$ cat config.mk
export PLATFORM = sky130hd
export DESIGN_NAME = sd_sample_counter
export DESIGN_NICKNAME = d
export VERILOG_FILES = /design/src/rtl/sd_pkg.sv /design/src/rtl/sd_src_mux.sv /design/src/rtl/sd_window_timer.sv /design/src/rtl/sd_accum.sv /design/src/rtl/sd_sample_counter.sv
export SDC_FILE = /design/constraint.sdc
export NUM_CORES = 1
export LEC_CHECK = 0
export BUFFER_PORTS_ARGS = -buffer_cell sky130_fd_sc_hd__buf_2
export CAP_MARGIN = 30
export CELL_PAD_IN_SITES_DETAIL_PLACEMENT = 1
export CELL_PAD_IN_SITES_GLOBAL_PLACEMENT = 1
export CORE_UTILIZATION = 51
export DETAILED_ROUTE_END_ITERATION = 16
export PLACE_DENSITY_LB_ADDON = 0.2
export SLEW_MARGIN = 15
export SYNTH_ARGS = -nofsm -noshare
export SYNTH_HDL_FRONTEND = slang
export SYNTH_HIERARCHICAL = 1
export SYNTH_SLANG_ARGS = --single-unit
$ cat constraint.sdc
create_clock -name clk_i -period 8.4 [get_ports clk_i]
set_clock_uncertainty 0.1 [all_clocks]
set_input_delay 0.84 -clock clk_i [delete_from_list [all_inputs] [get_ports clk_i]]
set_output_delay 0.84 -clock clk_i [all_outputs]
set_load 0.01 [all_outputs]
$ cat src/rtl/sd_pkg.sv
package sd_pkg;
  typedef enum logic [1:0] {
    SRC_GND  = 2'b00,
    SRC_SUP  = 2'b01,
    SRC_PINB = 2'b10,
    SRC_PINA = 2'b11
  } src_e;
  localparam int unsigned NUM_SRC = 4;
endpackage

$ cat src/rtl/sd_src_mux.sv
module sd_src_mux
  import sd_pkg::*;
(
  input  src_e                 sel_i,
  input  logic [NUM_SRC-1:0]   bits_i,
  output logic                 bit_o
);
  // bits_i is indexed by the selector code
  always_comb begin
    bit_o = 1'b0;
    for (int k = 0; k < NUM_SRC; k++)
      if (sel_i == src_e'(k)) bit_o = bits_i[k];
  end
endmodule

$ cat src/rtl/sd_window_timer.sv
module sd_window_timer #(
  parameter int unsigned PER_W = 32
) (
  input  logic             clk_i,
  input  logic             rst_ni,
  input  logic             run_i,
  input  logic             restart_i,
  input  logic [PER_W-1:0] period_i,
  output logic             close_o
);
  logic [PER_W-1:0] win_q;
  logic             windowed, last;

  assign windowed = (period_i != '0);
  assign last     = (win_q == period_i - 1'b1);
  assign close_o  = run_i && !restart_i && windowed && last;

  always_ff @(posedge clk_i or negedge rst_ni) begin
    if (!rst_ni)                   win_q <= '0;
    else if (restart_i)            win_q <= '0;
    else if (run_i && windowed)    win_q <= last ? '0 : win_q + 1'b1;
  end

  assert_win_in_range_R5: assert property (@(posedge clk_i) disable iff (!rst_ni)
    windowed |-> (win_q < period_i));
endmodule

$ cat src/rtl/sd_accum.sv
module sd_accum #(
  parameter int unsigned ACC_W = 32
) (
  input  logic             clk_i,
  input  logic             rst_ni,
  input  logic             en_i,
  input  logic             load_i,
  input  logic [ACC_W-1:0] load_val_i,
  input  logic             bit_i,
  input  logic             snap_i,
  output logic [ACC_W-1:0] acc_o,
  output logic [ACC_W-1:0] diff_o
);
  logic [ACC_W-1:0] acc_q, snap_q, acc_nxt;

  assign acc_nxt = acc_q + ACC_W'(bit_i);
  assign acc_o   = acc_q;
  assign diff_o  = acc_nxt - snap_q;

  always_ff @(posedge clk_i or negedge rst_ni) begin
    if (!rst_ni) begin
      acc_q  <= '0;
      snap_q <= '0;
    end else if (load_i) begin
      acc_q  <= load_val_i;
      snap_q <= load_val_i;
    end else if (en_i) begin
      acc_q <= acc_nxt;
      if (snap_i) snap_q <= acc_nxt;
    end
  end

  assert_step_le_one_R2: assert property (@(posedge clk_i) disable iff (!rst_ni)
    (en_i && !load_i) |=> ((acc_q - $past(acc_q)) <= ACC_W'(1)));
  assert_hold_disabled_R2: assert property (@(posedge clk_i) disable iff (!rst_ni)
    (!en_i && !load_i) |=> $stable(acc_q));
endmodule

$ cat src/rtl/sd_sample_counter.sv
module sd_sample_counter
  import sd_pkg::*;
#(
  parameter int unsigned ACC_W = 32,
  parameter int unsigned PER_W = 32
) (
  input  logic             clk_i,
  input  logic             rst_ni,
  input  logic             gnd_bit_i,
  input  logic             sup_bit_i,
  input  logic             pin_a_bit_i,
  input  logic             pin_b_bit_i,
  input  logic             mode_we_i,
  input  logic [2:0]       mode_i,
  input  logic             period_we_i,
  input  logic [PER_W-1:0] period_i,
  input  logic             init_we_i,
  input  logic [ACC_W-1:0] init_i,
  input  logic             rd_i,
  output logic [ACC_W-1:0] result_o,
  output logic             ready_o,
  output logic             overrun_o
);
  logic             en_q, ready_q, ovr_q;
  src_e             sel_q;
  logic [PER_W-1:0] period_q;
  logic [ACC_W-1:0] init_q, result_q, acc, diff;
  logic             en_change, load, restart, close, sel_bit;
  logic [NUM_SRC-1:0] src_bits;

  assign en_change = mode_we_i && (mode_i[0] != en_q);
  assign load      = en_change && mode_i[0];
  assign restart   = period_we_i || en_change;
  assign src_bits  = {pin_a_bit_i, pin_b_bit_i, sup_bit_i, gnd_bit_i};

  always_ff @(posedge clk_i or negedge rst_ni) begin
    if (!rst_ni) begin
      en_q     <= 1'b0;
      sel_q    <= SRC_GND;
      period_q <= '0;
      init_q   <= '0;
    end else begin
      if (mode_we_i)   begin en_q <= mode_i[0]; sel_q <= src_e'(mode_i[2:1]); end
      if (period_we_i) period_q <= period_i;
      if (init_we_i)   init_q   <= init_i;
    end
  end

  sd_src_mux u_mux (.sel_i(sel_q), .bits_i(src_bits), .bit_o(sel_bit));

  sd_window_timer #(.PER_W(PER_W)) u_timer (
    .clk_i, .rst_ni, .run_i(en_q), .restart_i(restart),
    .period_i(period_q), .close_o(close)
  );

  sd_accum #(.ACC_W(ACC_W)) u_acc (
    .clk_i, .rst_ni, .en_i(en_q), .load_i(load), .load_val_i(init_q),
    .bit_i(sel_bit), .snap_i(close || restart), .acc_o(acc), .diff_o(diff)
  );

  always_ff @(posedge clk_i or negedge rst_ni) begin
    if (!rst_ni) begin
      ready_q  <= 1'b0;
      ovr_q    <= 1'b0;
      result_q <= '0;
    end else if (restart) begin
      ready_q <= 1'b0;
      ovr_q   <= 1'b0;
    end else begin
      if (close) begin
        result_q <= diff;
        ready_q  <= 1'b1;
        if (ready_q && !rd_i) ovr_q <= 1'b1;
      end else if (rd_i) begin
        ready_q <= 1'b0;
      end
    end
  end

  assign result_o  = (period_q == '0) ? acc : result_q;
  assign ready_o   = ready_q;
  assign overrun_o = ovr_q;

  assert_no_ready_rolling_R4: assert property (@(posedge clk_i) disable iff (!rst_ni)
    (period_q == '0) |-> !ready_o);
  assert_restart_clears_R8: assert property (@(posedge clk_i) disable iff (!rst_ni)
    period_we_i |=> (!ready_o && !overrun_o));
  assert_overrun_needs_ready_R7: assert property (@(posedge clk_i) disable iff (!rst_ni)
    $rose(overrun_o) |-> $past(ready_o));
  assert_read_clears_R6: assert property (@(posedge clk_i) disable iff (!rst_ni)
    (rd_i && ready_o && !close) |=> !ready_o);
endmodule

# Yosys cells after proc, flatten, opt, wreduce, memory -nomap -nowiden
# Cells that the tools add are included.
# totals
reg_bits	197
output_inout_bits	34
wordCells	62
# classes
addsub	4
eq_ne	5
mux	19
bitwise	1
n_reduce_logical	23
# ops
op	count
32-bit 2-to-1 mux	9
32-bit by 1-bit adder with 32-bit output	1
32-bit by 1-bit adder with 32-bit output (second input constant)	1
32-bit equality test	1
32-bit zero test	1
32-bit nonzero test	1
32-bit by 1-bit subtractor with 32-bit output (second input constant)	1
32-bit subtractor	1
1-bit 2-to-1 mux	10
2-bit nonzero test	5
1-bit logical AND	7
2-bit AND reduction	3
2-bit equality test (second input constant)	2
3-bit nonzero test	1
2-bit by 1-bit equality test with 1-bit output (second input constant)	1
1-bit zero test	2
2-bit zero test	1
1-bit logical OR	2
1-bit != test	1
1-bit inverter	1

# Depth between registers and ports, before layout
# Gate-level depths: netlist of the first run.
# depth
depth_word	11
mapped_depth	18
mapped_depth_nobuf	16

# Modules after synthesis
# Netlist of the first run, hierarchy kept.
# modules_own_cells
module	n_inst	cells_each	area_per_inst_um2	seq_area_each_um2
sd_accum	1	628	5302.6	1601.5
sd_sample_counter	1	271	4364.2	2527.4
sd_window_timer	1	395	3095.5	800.8
sd_src_mux	1	1	22.5	0.0

# Least setup slack after synthesis of the first run
# OpenSTA, ideal clock, no wires.
# synth_timing
kind	flip-flop to flip-flop
from	register period_q[0]
to	register u_acc.snap_q[23]
setup_time_ns	0.135
arrival_ns	4.278
required_time_ns	8.165
slack_ns	3.887
stages_incl_launch_ff	19
path_buffers	4
cell_sequence	dfrtp_1 -> inv_1 -> ha_1 -> nor3b_1 -> nand4_1 -> clkbuf_1 -> or4_1 -> a32oi_1 -> nand4_1 -> a2111oi_4 -> clkbuf_1 -> inv_2 -> nor2_1 -> or2b_1 -> and2_1 -> clkbuf_1 -> buf_1 -> mux2i_1 -> o21ai_0
# synth_via
elab_chain_len	6
word_cells_on_any_way	8
# synth_rtl
element	line	source
from (decl)	sd_sample_counter.sv:26	logic [PER_W-1:0] period_q;
from (signal assigned)	sd_sample_counter.sv:44	if (period_we_i) period_q <= period_i;
32-bit by 1-bit subtractor with 32-bit output / 32-bit nonzero test (equally long branches)	sd_window_timer.sv:15, sd_window_timer.sv:14	
32-bit equality test / 1-bit logical AND (equally long branches)	sd_window_timer.sv:15, sd_window_timer.sv:16	
1-bit logical AND (*)	sd_window_timer.sv:16	assign close_o = run_i && !restart_i && windowed && last;
via close	sd_sample_counter.sv:28	logic en_change, load, restart, close, sel_bit;
1-bit logical OR (*)	sd_sample_counter.sv:58	.bit_i(sel_bit), .snap_i(close || restart), .acc_o(acc), .diff_o(diff)
2-bit nonzero test (no line) (*)	-	
2-bit AND reduction (no line) (*)	-	
to (signal assigned)	sd_accum.sv:26	snap_q <= load_val_i;
to (signal assigned)	sd_accum.sv:29	if (snap_i) snap_q <= acc_nxt;
to (decl)	sd_accum.sv:14	logic [ACC_W-1:0] acc_q, snap_q, acc_nxt;
# The timed path passes the listed nets; every way through them passes the cells marked *.
# A chain may end at the register's enable or synchronous reset.

# Final worst setup path of the first run
# layout_timing
from	register period_q[0]
to	register u_acc.snap_q[1]
# Same word-level chain as after synthesis.

==> results of run 1 <==
## power groups by stage
stage,Combinational [uW],Sequential (uW),Clock (uW)
2_1_floorplan,959,1170,0
3_3_place_gp,1180,1230,0
3_5_place_dp,1230,1240,0
4_1_cts,1250,1220,839
5_1_grt,1390,1240,866
6_report,1250,1220,822
## layout make-up
cell class                      instances  area, sq um  area share
Clock buffer                           20          457      0.0323
Clock inverter                         12          120     0.00849
Inverter                               46          173      0.0122
Tap cell                              324          405      0.0287
Antenna cell                            1         2.50    0.000177
Sequential cell                       197         4930       0.348
Multi-Input combinational cell        984         7360       0.520
Timing Repair Buffer                  124          702      0.0496
## metrics by stage
stage | hold slack [ns] | std cells
global placement | 0.384 | 1671
global route | 0.349 | 1708
finish | 0.325 | 1708
floorplan | 0.359 | 1295
detailed placement | 0.393 | 1673
CTS | 0.341 | 1705
## worst reg2reg max path: cells and delay by family (launching register included)
kind	cells	cell delay (ns)
adders and majority gates	1	0.19
muxes	2	0.55
and+or+nand+nor	6	2.76
buffers and inverters	3	0.42
AOI/OAI and AO/OA	3	0.69
DFF	1	0.46
## per-layer routing
layer	share of wire	GRT usage
met3	0.026	0.0369
met5	0	0
met1	0.43	0.380
met2	0.50	0.519
met4	0.037	0.129
## synthesized netlist by cell type (8+ instances only)
| cell | number | area share |
|---|---|---|
| nor3_1 | 38 | 0.015 |
| a21oi_1 | 34 | 0.013 |
| nor4_1 | 27 | 0.013 |
| clkbuf_1 | 38 | 0.011 |
| nand2_1 | 126 | 0.037 |
| nand4_1 | 31 | 0.015 |
| mux2_4 | 30 | 0.035 |
| nand3_1 | 34 | 0.013 |
| o21a_1 | 10 | 0.0059 |
| inv_1 | 45 | 0.013 |
| a221o_1 | 28 | 0.022 |
| o21ai_1 | 14 | 0.0055 |
| and4_1 | 9 | 0.0062 |
| nor2_1 | 67 | 0.020 |
| mux2_2 | 98 | 0.086 |
| xor2_1 | 66 | 0.045 |
| buf_2 | 16 | 0.0063 |
| mux2i_1 | 31 | 0.024 |
| ha_1 | 35 | 0.034 |
| dfrtp_1 | 197 | 0.39 |
| xnor2_1 | 65 | 0.045 |
| a21o_1 | 11 | 0.0065 |
| or3_1 | 8 | 0.0039 |
| and2_1 | 16 | 0.0078 |
| o21ai_0 | 68 | 0.027 |
| and3_1 | 18 | 0.0088 |
| buf_6 | 9 | 0.0079 |
## cell families (layout without fill, tap and decap cells)
group / Yosys count / after routing / synth area share
and+or+nand+nor: 424 / 424 / 0.170
AOI/OAI and AO/OA: 230 / 230 / 0.127
DFF: 197 / 197 / 0.386
muxes: 162 / 162 / 0.149
xor gates and xnor gates: 132 / 132 / 0.0915
buffers and inverters: 114 / 202 / 0.0403
adders and majority gates: 36 / 36 / 0.0358
other: 0 / 1 / 0
## final timing paths
path | slack [ns] | to | from
setup / recovery | 3.06 | u_acc/snap_q[1]$_DFFE_PN0P_ | period_q[0]$_DFFE_PN0P_
hold / removal | 0.33 | u_acc/acc_o[10]$_DFFE_PN0P_ | rst_ni
setup reg to reg | 3.06 | u_acc/snap_q[1]$_DFFE_PN0P_ | period_q[0]$_DFFE_PN0P_
hold reg to reg | 0.41 | u_acc/snap_q[30]$_DFFE_PN0P_ | init_q[30]$_DFFE_PN0P_
max in group asynchronous | 6.66 | u_acc/acc_o[15]$_DFFE_PN0P_ | rst_ni
min in group clk_i | 0.41 | u_acc/snap_q[30]$_DFFE_PN0P_ | init_q[30]$_DFFE_PN0P_
## sequential cells by signal, indices dropped and copies added (netlist names)
name,count
init_q,32
period_q,32
result_q,32
u_acc/acc_o,32
u_acc/snap_q,32
u_timer/win_q,32
sel_q,2
en_q,1
overrun_o,1
ready_o,1
==> summary.md, run 1 <==
| Metric | Value |
|---|---|
| Critical Path Sink Type | flop |
| Max clock buf depth | 2 |
| Commonest non-fill, non-tap cell in the layout | dfrtp_1 |
| #FFs+latches synth | roughly 200 |
| Mean Syn Cell Area | just under 10 sq um |
| Final HPWL DP | 26,800 um |
| Initial antenna violation count | 1 |
| Mapped Cells | between 1,000 and 1,500 |
| Commonest non-fill, non-tap cells in the layout | 197 x dfrtp_1, 126 x nand2_1, 109 x buf_2, 98 x mux2_2, 68 x o21ai_0 |
| DRT iter0 DRCs | between 600 and 700 |
| Post-CTS Setup Inserts | 0 |
| Number of port buffers | 110 |
| Net Switching | 1270 uW |
| RSZ-0062 raised after global routing | no |
| Clock power share | 0.249 |
| CTS Buf Count | 17 |
| Placement Rows | 57 |
| Actual slew at the worst max-slew pin | around 0.95 ns |
| Fin util | 0.578 |
| CTS tree | done |
| Antenna Nets Post-Route | 0 |
| Root buf cell | clkbuf_16 |
| Clock sinks | about 200 |
| CP arrival | between 5 and 6 ns |
| Slew Limit Fails | 0 |
| Worst slew margin | 0.369 |
| Die area | around 26,000 sq um |
| Distinct cells, synth | 85 |
| WS Path Type | flop to flop |
| Most used DFF post-synth | dfrtp_1 |
| CP max stage delay | ~0.75 ns |
| Slowest CP cell | nor3b_1 |
| Leakage | slightly above 0.006 uW |
| Number of global-route vias before repair | around 11,000 |
| Maximum clock rate | ~0.19 GHz |
| Critical Path Most Common Cell | mux2i_1 |
| Drt total wl | around 37,000 um |
| Stages on worst setup path | 15 |
| Largest net degree at the start of global routing | 97 |
| Iteration count of the initial detailed-routing pass | 5 |
| Total power | around 3300 uW |
| Pwr per Cell Area | approximately 230 nW/um^2 |
| Die Ht | about 160 um |
| Crit path buffers/inverters | 3 |
| MaxCap Viol Count | 0 |
| Crit path max fanout | 18 |
| Placed Area | about 14,000 sq um |
| Combinational share of power | 0.380 |
| Area Overhead vs Synth | 10.6% |
| Reg power frac | 0.371 |
| Final worst setup slack | around 3 ns |
| Total negative setup slack | 0 ns |
| # H-tree levels | 4 |
| Share of layout cells above drive strength 1 | 0.231 |
| Endpoints failing hold | 0 |
| # nets final | about 1,500 |
| Async S/R FF share, synth | 1.00 |
| Crit start category | flop |
| CORE AREA | roughly 24,000 sq um |
| Final Instance Area | 14,100 sq um |
| Total track usage | 0.301 |
| Clock latency on the worst-skew pair | around 0.44 ns |
| Post-synthesis sequential area ratio | 0.386 |
| Worst vdd ir | between 0.1 and 0.15 mV |
| Power Internal | a little over 2000 uW |
| Worst slack at placement | ~3.3 ns |
| Post-Syn Nets | approximately 1,400 |
| Via total after detailed routing | between 10,000 and 15,000 |
| Gr ovfl total | 0 |
| Cell family with most CP delay | simple AND/OR/NAND/NOR gates |
| First-pass GRT wire length | 60,900 um |
| Reg clk slew, reported paths | around 0.08 ns |
| Req. time, crit path | 8.56 ns |
| DR vias/cell | approximately 6.1 |
| Yosys warnings | 6 |
| Post-synth EDFFs | 0 |
| Final worst path period share | 0.636 |
| Mapped Area | approximately 13,000 sq um |
| Routed len/inst | between 20 and 25 um |
| Placer Congestion | around 0.92 |
| Hold_buf cts | 0 |
| Filler cell count | 2,743 |
| Status | finished, final reports clean |
| # IOs | roughly 110 |
| Die Wd | roughly 160 um |
| Post-cts sizing count | 0 |
| Setup violators final | 0 |
| Crit path time final | 5.34 ns |
| Worst path cell trace | inv_1 > ha_1 > nor3b_1 > nand4_1 > nor3_1 > mux2i_1 > o31ai_1 > a2111oi_4 > inv_2 > nor2_1 > or2b_1 > and2_2 > buf_12 > mux2i_1 > o21ai_0 |
| Net switching fraction of the power | 0.386 |
| DR DRC count | 0 |
| Initial core utilization | 0.523 |
| R2R depth | 15 |
| Hold crit path type | primary input to asynchronous set/reset pin |
Power figures use the tool's default switching activity.
==> run 2: changes to the inputs <==
--- a/config.mk
+++ b/config.mk
@@ -9,7 +9,7 @@
 export CAP_MARGIN = 30
 export CELL_PAD_IN_SITES_DETAIL_PLACEMENT = 1
 export CELL_PAD_IN_SITES_GLOBAL_PLACEMENT = 1
-export CORE_UTILIZATION = 51
+export CORE_UTILIZATION = 48
 export DETAILED_ROUTE_END_ITERATION = 16
 export PLACE_DENSITY_LB_ADDON = 0.2
 export SLEW_MARGIN = 15
==> constraint.sdc (replaced) <==
create_clock -name clk_i -period 5 [get_ports clk_i]
set_clock_uncertainty 0.1 [all_clocks]
set_input_delay 0.5 -clock clk_i [delete_from_list [all_inputs] [get_ports clk_i]]
set_output_delay 0.5 -clock clk_i [all_outputs]
set_load 0.01 [all_outputs]
==> summary.md, run 2 (synthesized netlist as in run 1, its figures left out) <==
| Metric | Value |
|---|---|
| Area Overhead vs Synth | 11.3% |
| Final HPWL DP | 26,700 um (about the same) |
| Filler cell count | 2,949 (+7.5%) |
| DRT iter0 DRCs | 555 (-8.0%) |
| Routed len/inst | 21.2 um (-2.5%) |
| Reg clk slew, reported paths | 0.08 ns (about the same) |
| WS Path Type | flop to flop |
| CTS tree | done |
| Post-CTS Setup Inserts | 0 (unchanged) |
| # H-tree levels | 4 (unchanged) |
| Hold crit path type | primary input to flop |
| Iteration count of the initial detailed-routing pass | 5 (unchanged) |
| Maximum clock rate | 0.216 GHz (+15%) |
| Total negative setup slack | 0 ns (unchanged) |
| Final worst path period share | 0.925 (+0.289) |
| Commonest non-fill, non-tap cells in the layout | 197 x dfrtp_1, 126 x nand2_1, 109 x buf_2, 98 x mux2_2, 68 x o21ai_0 |
| Clock sinks | 197 (unchanged) |
| Via total after detailed routing | 10,439 (+0.91%) |
| RSZ-0062 raised after global routing | no |
| Gr ovfl total | 0 (unchanged) |
| Initial antenna violation count | 0 (-1) |
| Placement Rows | 59 (+3.5%) |
| Worst vdd ir | 0.233 mV (+64%) |
| Actual slew at the worst max-slew pin | 0.865 ns (-0.0821 ns) |
| DR vias/cell | 6.05 (-0.14%) |
| CTS Buf Count | 17 (unchanged) |
| Share of layout cells above drive strength 1 | 0.235 (+0.00370) |
| R2R depth | 13 (-2) |
| Status | finished, final reports clean |
| MaxCap Viol Count | 0 (unchanged) |
| Number of global-route vias before repair | 10,987 (-2.2%) |
| Commonest non-fill, non-tap cell in the layout | dfrtp_1 |
| Critical Path Sink Type | flop |
| Crit path max fanout | 32 (+14) |
| Initial core utilization | 0.491 (-0.0320) |
| Hold depth | 2 |
| Worst slew margin | 0.423 (+0.0548) |
| Slew Limit Fails | 0 (unchanged) |
| Die area | 27,300 sq um (+6.2%) |
| Antenna Nets Post-Route | 0 (unchanged) |
| Setup violators final | 0 (unchanged) |
| CP arrival | 4.80 ns (-0.69 ns) |
| Leakage | 0.00619 uW (+0.75%) |
| Crit start category | flop |
| # nets final | 1,492 (+0.61%) |
| Clock latency on the worst-skew pair | 0.44 ns (about the same) |
| Fin util | 0.546 (-0.0324) |
| Crit path time final | 4.62 ns (-0.714 ns) |
| First-pass GRT wire length | 59,200 um (-2.8%) |
| Endpoints failing hold | 0 (unchanged) |
| Root buf cell | clkbuf_16 |
| DR DRC count | 0 (unchanged) |
| Max clock buf depth | 2 (unchanged) |
| Die Ht | 165 um (+3.0%) |
| Placer Congestion | 0.971 (+5.2%) |
| Pwr per Cell Area | 389 nW/um^2 (+67%) |
| Total track usage | 0.280 (-0.0207) |
| Number of port buffers | 110 (unchanged) |
| Req. time, crit path | 5.18 ns (-3.38 ns) |
| Drt total wl | 36,700 um (-1.5%) |
| CORE AREA | 26,100 sq um (+6.5%) |
| Largest net degree at the start of global routing | 116 (+20%) |
| Ant. Diodes | 0 (-1) |
| Die Wd | 165 um (+3.0%) |
| # IOs | 111 (unchanged) |
-- run 2: layout make-up --
| cell class | instances | area, sq um | area share |
|---|---|---|---|
| timing repair buffer | 133 | 792 | 0.0557 |
| clock inverter | 10 | 90.1 | 0.00633 |
| inverter | 46 | 173 | 0.0121 |
| tap | 335 | 419 | 0.0295 |
| multi-input combinational | 984 | 7350 | 0.517 |
| clock buffer | 21 | 470 | 0.0331 |
| sequential | 197 | 4930 | 0.347 |
-- run 2: worst paths after layout --
kind	from	endpoint	slack, ns
max in group asynchronous	rst_ni	u_timer/win_q[5]$_DFFE_PN0P_	3.12
min in group asynchronous	rst_ni	init_q[12]$_DFFE_PN0P_	0.38
setup / recovery	period_q[4]$_DFFE_PN0P_	u_acc/snap_q[1]$_DFFE_PN0P_	0.38
setup reg to reg	period_q[4]$_DFFE_PN0P_	u_acc/snap_q[1]$_DFFE_PN0P_	0.38
hold / removal	period_i[23]	period_q[23]$_DFFE_PN0P_	0.19
hold reg to reg	result_q[18]$_DFFE_PN0P_	result_q[18]$_DFFE_PN0P_	0.41
-- run 2: stage by stage --
step / power, uW / std cells / hold WS [ns] / setup slack (ns) / instance area [sq um]
after floorplan: 3580 / 1295 / 0.104 / 0.487 / 12800
after global placement: 4090 / 1692 / 0.377 / 0.588 / 13600
after detailed placement: 4160 / 1693 / 0.394 / 0.453 / 13600
after CTS: 5550 / 1724 / 0.123 / 0.431 / 14200
after global routing: 5860 / 1726 / 0.175 / 0.123 / 14200
final: 5540 / 1726 / 0.188 / 0.375 / 14200
-- run 2: what timing repair did --
item,4_1_cts,5_1_grt
hold buffers,0,1
gates resized for setup,0,0
hold endpoints to repair,0,19
-- run 2: critical path, cell delays in order (launching register included) --
cell and delay [ns]:
dfrtp_1 0.52, nor4_1 0.67, nand4_1 0.44, nor3_1 0.59, mux2i_1 0.30, o31ai_1 0.17, a2111oi_4 0.42, inv_2 0.06
nor2_1 0.20, or2b_1 0.15, and2_2 0.17, buf_12 0.27, mux2i_1 0.28, o21ai_0 0.13
-- run 2: layer usage --
layer	share of wire	wire length, um	track usage
met3	0.025	933	0.0357
met4	0.024	881	0.0859
met5	0	0	0
met2	0.52	19000	0.494
met1	0.43	15900	0.355
-- run 2: power by group --
part           leakage [uW]  switching (uW)  internal [uW]  total (uW)
logic               0.00342            1230            901        2130
registers           0.00250             263           1790        2050
clock network      0.000271             661            691        1350
==> run 3: changes to the inputs <==
--- a/config.mk
+++ b/config.mk
@@ -12,6 +12,7 @@
 export CORE_UTILIZATION = 48
 export DETAILED_ROUTE_END_ITERATION = 16
 export PLACE_DENSITY_LB_ADDON = 0.2
+export RECOVER_POWER = 50
 export SLEW_MARGIN = 15
 export SYNTH_ARGS = -nofsm -noshare
 export SYNTH_HDL_FRONTEND = slang
==> summary.md, run 3 (synthesized netlist as in run 1, its figures left out) <==
| Metric | Value |
|---|---|
| CTS tree | done |
| Area Overhead vs Synth | 10.9% |
| Hold_buf cts | 0 (unchanged) |
| Net switching fraction of the power | 0.390 (+0.000409) |
| Worst path cell trace | nor4_1 > nand4_1 > nor3_1 > mux2i_1 > o31ai_1 > a2111oi_4 > inv_2 > nor2_1 > or2b_1 > and2_2 > buf_12 > mux2i_1 > o21ai_0 |
| Finished Layout Cells | 1,726 (unchanged) |
| # nets final | 1,492 (unchanged) |
| Number of port buffers | 110 (unchanged) |
| Die Wd | 165 um (unchanged) |
| Total track usage | 0.280 (unchanged) |
| Critical Path Most Common Cell | mux2i_1 |
| CP max stage delay | 0.68 ns (about the same) |
| Critical Path Sink Type | flop |
| DR DRC count | 0 (unchanged) |
| Final Instance Area | 14,200 sq um (-0.30%) |
| Maximum clock rate | 0.215 GHz (-0.37%) |
| Actual slew at the worst max-slew pin | 2.45 ns (+1.59 ns) |
| WS Path Type | flop to flop |
| DR vias/cell | 6.02 (-0.54%) |
| Worst slew margin | -0.636 (-1.06) |
| Slew Limit Fails | 240 (+240) |
| M1 WL | 16,000 um (+0.93%) |
| Hold path start | period_i[23] |
| Crit path from | period_q[4]$_DFFE_PN0P_ |
| RSZ-0062 raised after global routing | no |
| Final hold slack | 0.189 ns (+0.000487 ns) |
| Root buf cell | clkbuf_16 |
| Status | complete, but fails checks |
| Crit start category | flop |
| Largest net degree at the start of global routing | 116 (unchanged) |
| Clock sinks | 197 (unchanged) |
| Power Internal | 3380 uW (about the same) |
| Crit path max fanout | 32 (unchanged) |
| Placed Area | 13,600 sq um (unchanged) |
| Final worst path period share | 0.928 (+0.00340) |
| Post-cts sizing count | 0 (unchanged) |
| Max layer used | met4 |
| Commonest non-fill, non-tap cells in the layout | 197 x dfrtp_1, 126 x nand2_1, 107 x buf_2, 97 x mux2_2, 68 x o21ai_0 |
| Reg clk slew, reported paths | 0.08 ns (about the same) |
| Die Ht | 165 um (unchanged) |
| Clock latency on the worst-skew pair | 0.44 ns (about the same) |
| Die area | 27,300 sq um (unchanged) |
| Placer Congestion | 0.971 (unchanged) |
| # IOs | 111 (unchanged) |
| Endpoints failing hold | 0 (unchanged) |
| MaxCap Viol Count | 5 (+5) |
| Hold crit path type | primary input to flop |
| Worst reg2reg startpoint | period_q[4]$_DFFE_PN0P_ |
| Met2 wire length | 19,000 um (about the same) |
| Placement Rows | 59 (unchanged) |
| DRT iter0 DRCs | 583 (+5.0%) |
| Share of layout cells above drive strength 1 | 0.231 (-0.00431) |
| Number of global-route vias before repair | 10,987 (unchanged) |
| Antenna Nets Post-Route | 0 (unchanged) |
| Reg power frac | 0.371 (about the same) |
| Final HPWL DP | 26,700 um (unchanged) |
| Routed len/inst | 21.3 um (+0.18%) |
| Fin util | 0.544 (-0.00163) |
| Req. time, crit path | 5.18 ns (about the same) |
| Drt total wl | 36,700 um (+0.18%) |
| Total negative setup slack | 0 ns (unchanged) |
| Failing checks | capacitance limit, slew limit |
| Initial core utilization | 0.491 (unchanged) |
| Ant. Diodes | 0 (unchanged) |
| Post-CTS Setup Inserts | 0 (unchanged) |
| Met3 Routed Length | 811 um (-13%) |
| Initial antenna violation count | 0 (unchanged) |
| Leakage | 0.00616 uW (-0.44%) |
| Iteration count of the initial detailed-routing pass | 5 (unchanged) |
| Net Switching | 2160 uW (+0.11%) |
| Crit path time final | 4.64 ns (+0.0170 ns) |
| Dpl cells | 1,693 (unchanged) |
| Commonest non-fill, non-tap cell in the layout | dfrtp_1 |
| Worst vdd ir | 0.233 mV (about the same) |
| CP arrival | 4.82 ns (+0.02 ns) |
| CTS Buf Count | 17 (unchanged) |
| # H-tree levels | 4 (unchanged) |
| Combinational share of power | 0.385 (about the same) |
| Setup violators final | 0 (unchanged) |
| Via total after detailed routing | 10,383 (-0.54%) |
| Pwr per Cell Area | 390 nW/um^2 (+0.30%) |
| Gr ovfl total | 0 (unchanged) |
| First-pass GRT wire length | 59,200 um (unchanged) |
| Slowest CP cell | nor4_1 |
| Max clock buf depth | 2 (unchanged) |
| CORE AREA | 26,100 sq um (unchanged) |
| Clock power share | 0.244 (about the same) |
==> run 3: changes by cell type in the layout (fill, tap and decap cells not counted), sizes merged <==
| cell | change |
|---|---|
| clkbuf | +5 |
| buf | -5 |
==> run 3: worst paths after layout <==
| check | end | slack, ns | cells after the start |
|---|---|---|---|
| min in group asynchronous | init_q[12]$_DFFE_PN0P_ | 0.68 | 2 |
| worst max register to register | u_acc/snap_q[1]$_DFFE_PN0P_ | 0.36 | 13 |
| max in group asynchronous | u_timer/win_q[5]$_DFFE_PN0P_ | 0.97 | 4 |
| worst max-delay path | u_acc/snap_q[1]$_DFFE_PN0P_ | 0.36 | 13 |
| worst min-delay path | period_q[23]$_DFFE_PN0P_ | 0.19 | 2 |
| worst min register to register | result_q[14]$_DFFE_PN0P_ | 0.41 | 1 |
==> run 3: per-stage QoR <==
step | setup WS [ns] | power, uW
final | 0.358 | 5540
after floorplan | 0.487 | 3580
after global placement | 0.588 | 4090
after global routing | 0.114 | 5860
after detailed placement | 0.453 | 4160
after CTS | 0.431 | 5550
==> run 3: final cells by class <==
class | count | area (sq um)
sequential | 197 | 4930
tap | 335 | 419
clock inverter | 10 | 90.1
fill | 2953 | 11900
multi-input combinational | 984 | 7350
timing repair buffer | 133 | 749
inverter | 46 | 173
clock buffer | 21 | 470
==> run 3: power by group through the flow <==
stage,Combinational [uW],Clock [uW],Sequential [uW]
5_1_grt,2350,1430,2080
3_5_place_dp,2080,0,2080
3_3_place_gp,2020,0,2060
6_report,2130,1350,2050
2_1_floorplan,1610,0,1960
4_1_cts,2120,1380,2050
==> run 3: routing by layer <==
| layer | up-vias | GRT usage |
|---|---|---|
| met5 | - | 0 |
| met2 | 169 | 0.494 |
| li1 | 4820 | - |
| met1 | 5335 | 0.355 |
| met4 | 0 | 0.0859 |
| met3 | 59 | 0.0357 |
==> run 3: critical path: cells and delay by family (launching register included) <==
kind	cells	cell delay, ns
compound gates	3	0.72
buf+inv	2	0.33
mux	2	0.58
flops	1	0.52
simple gates	6	2.23
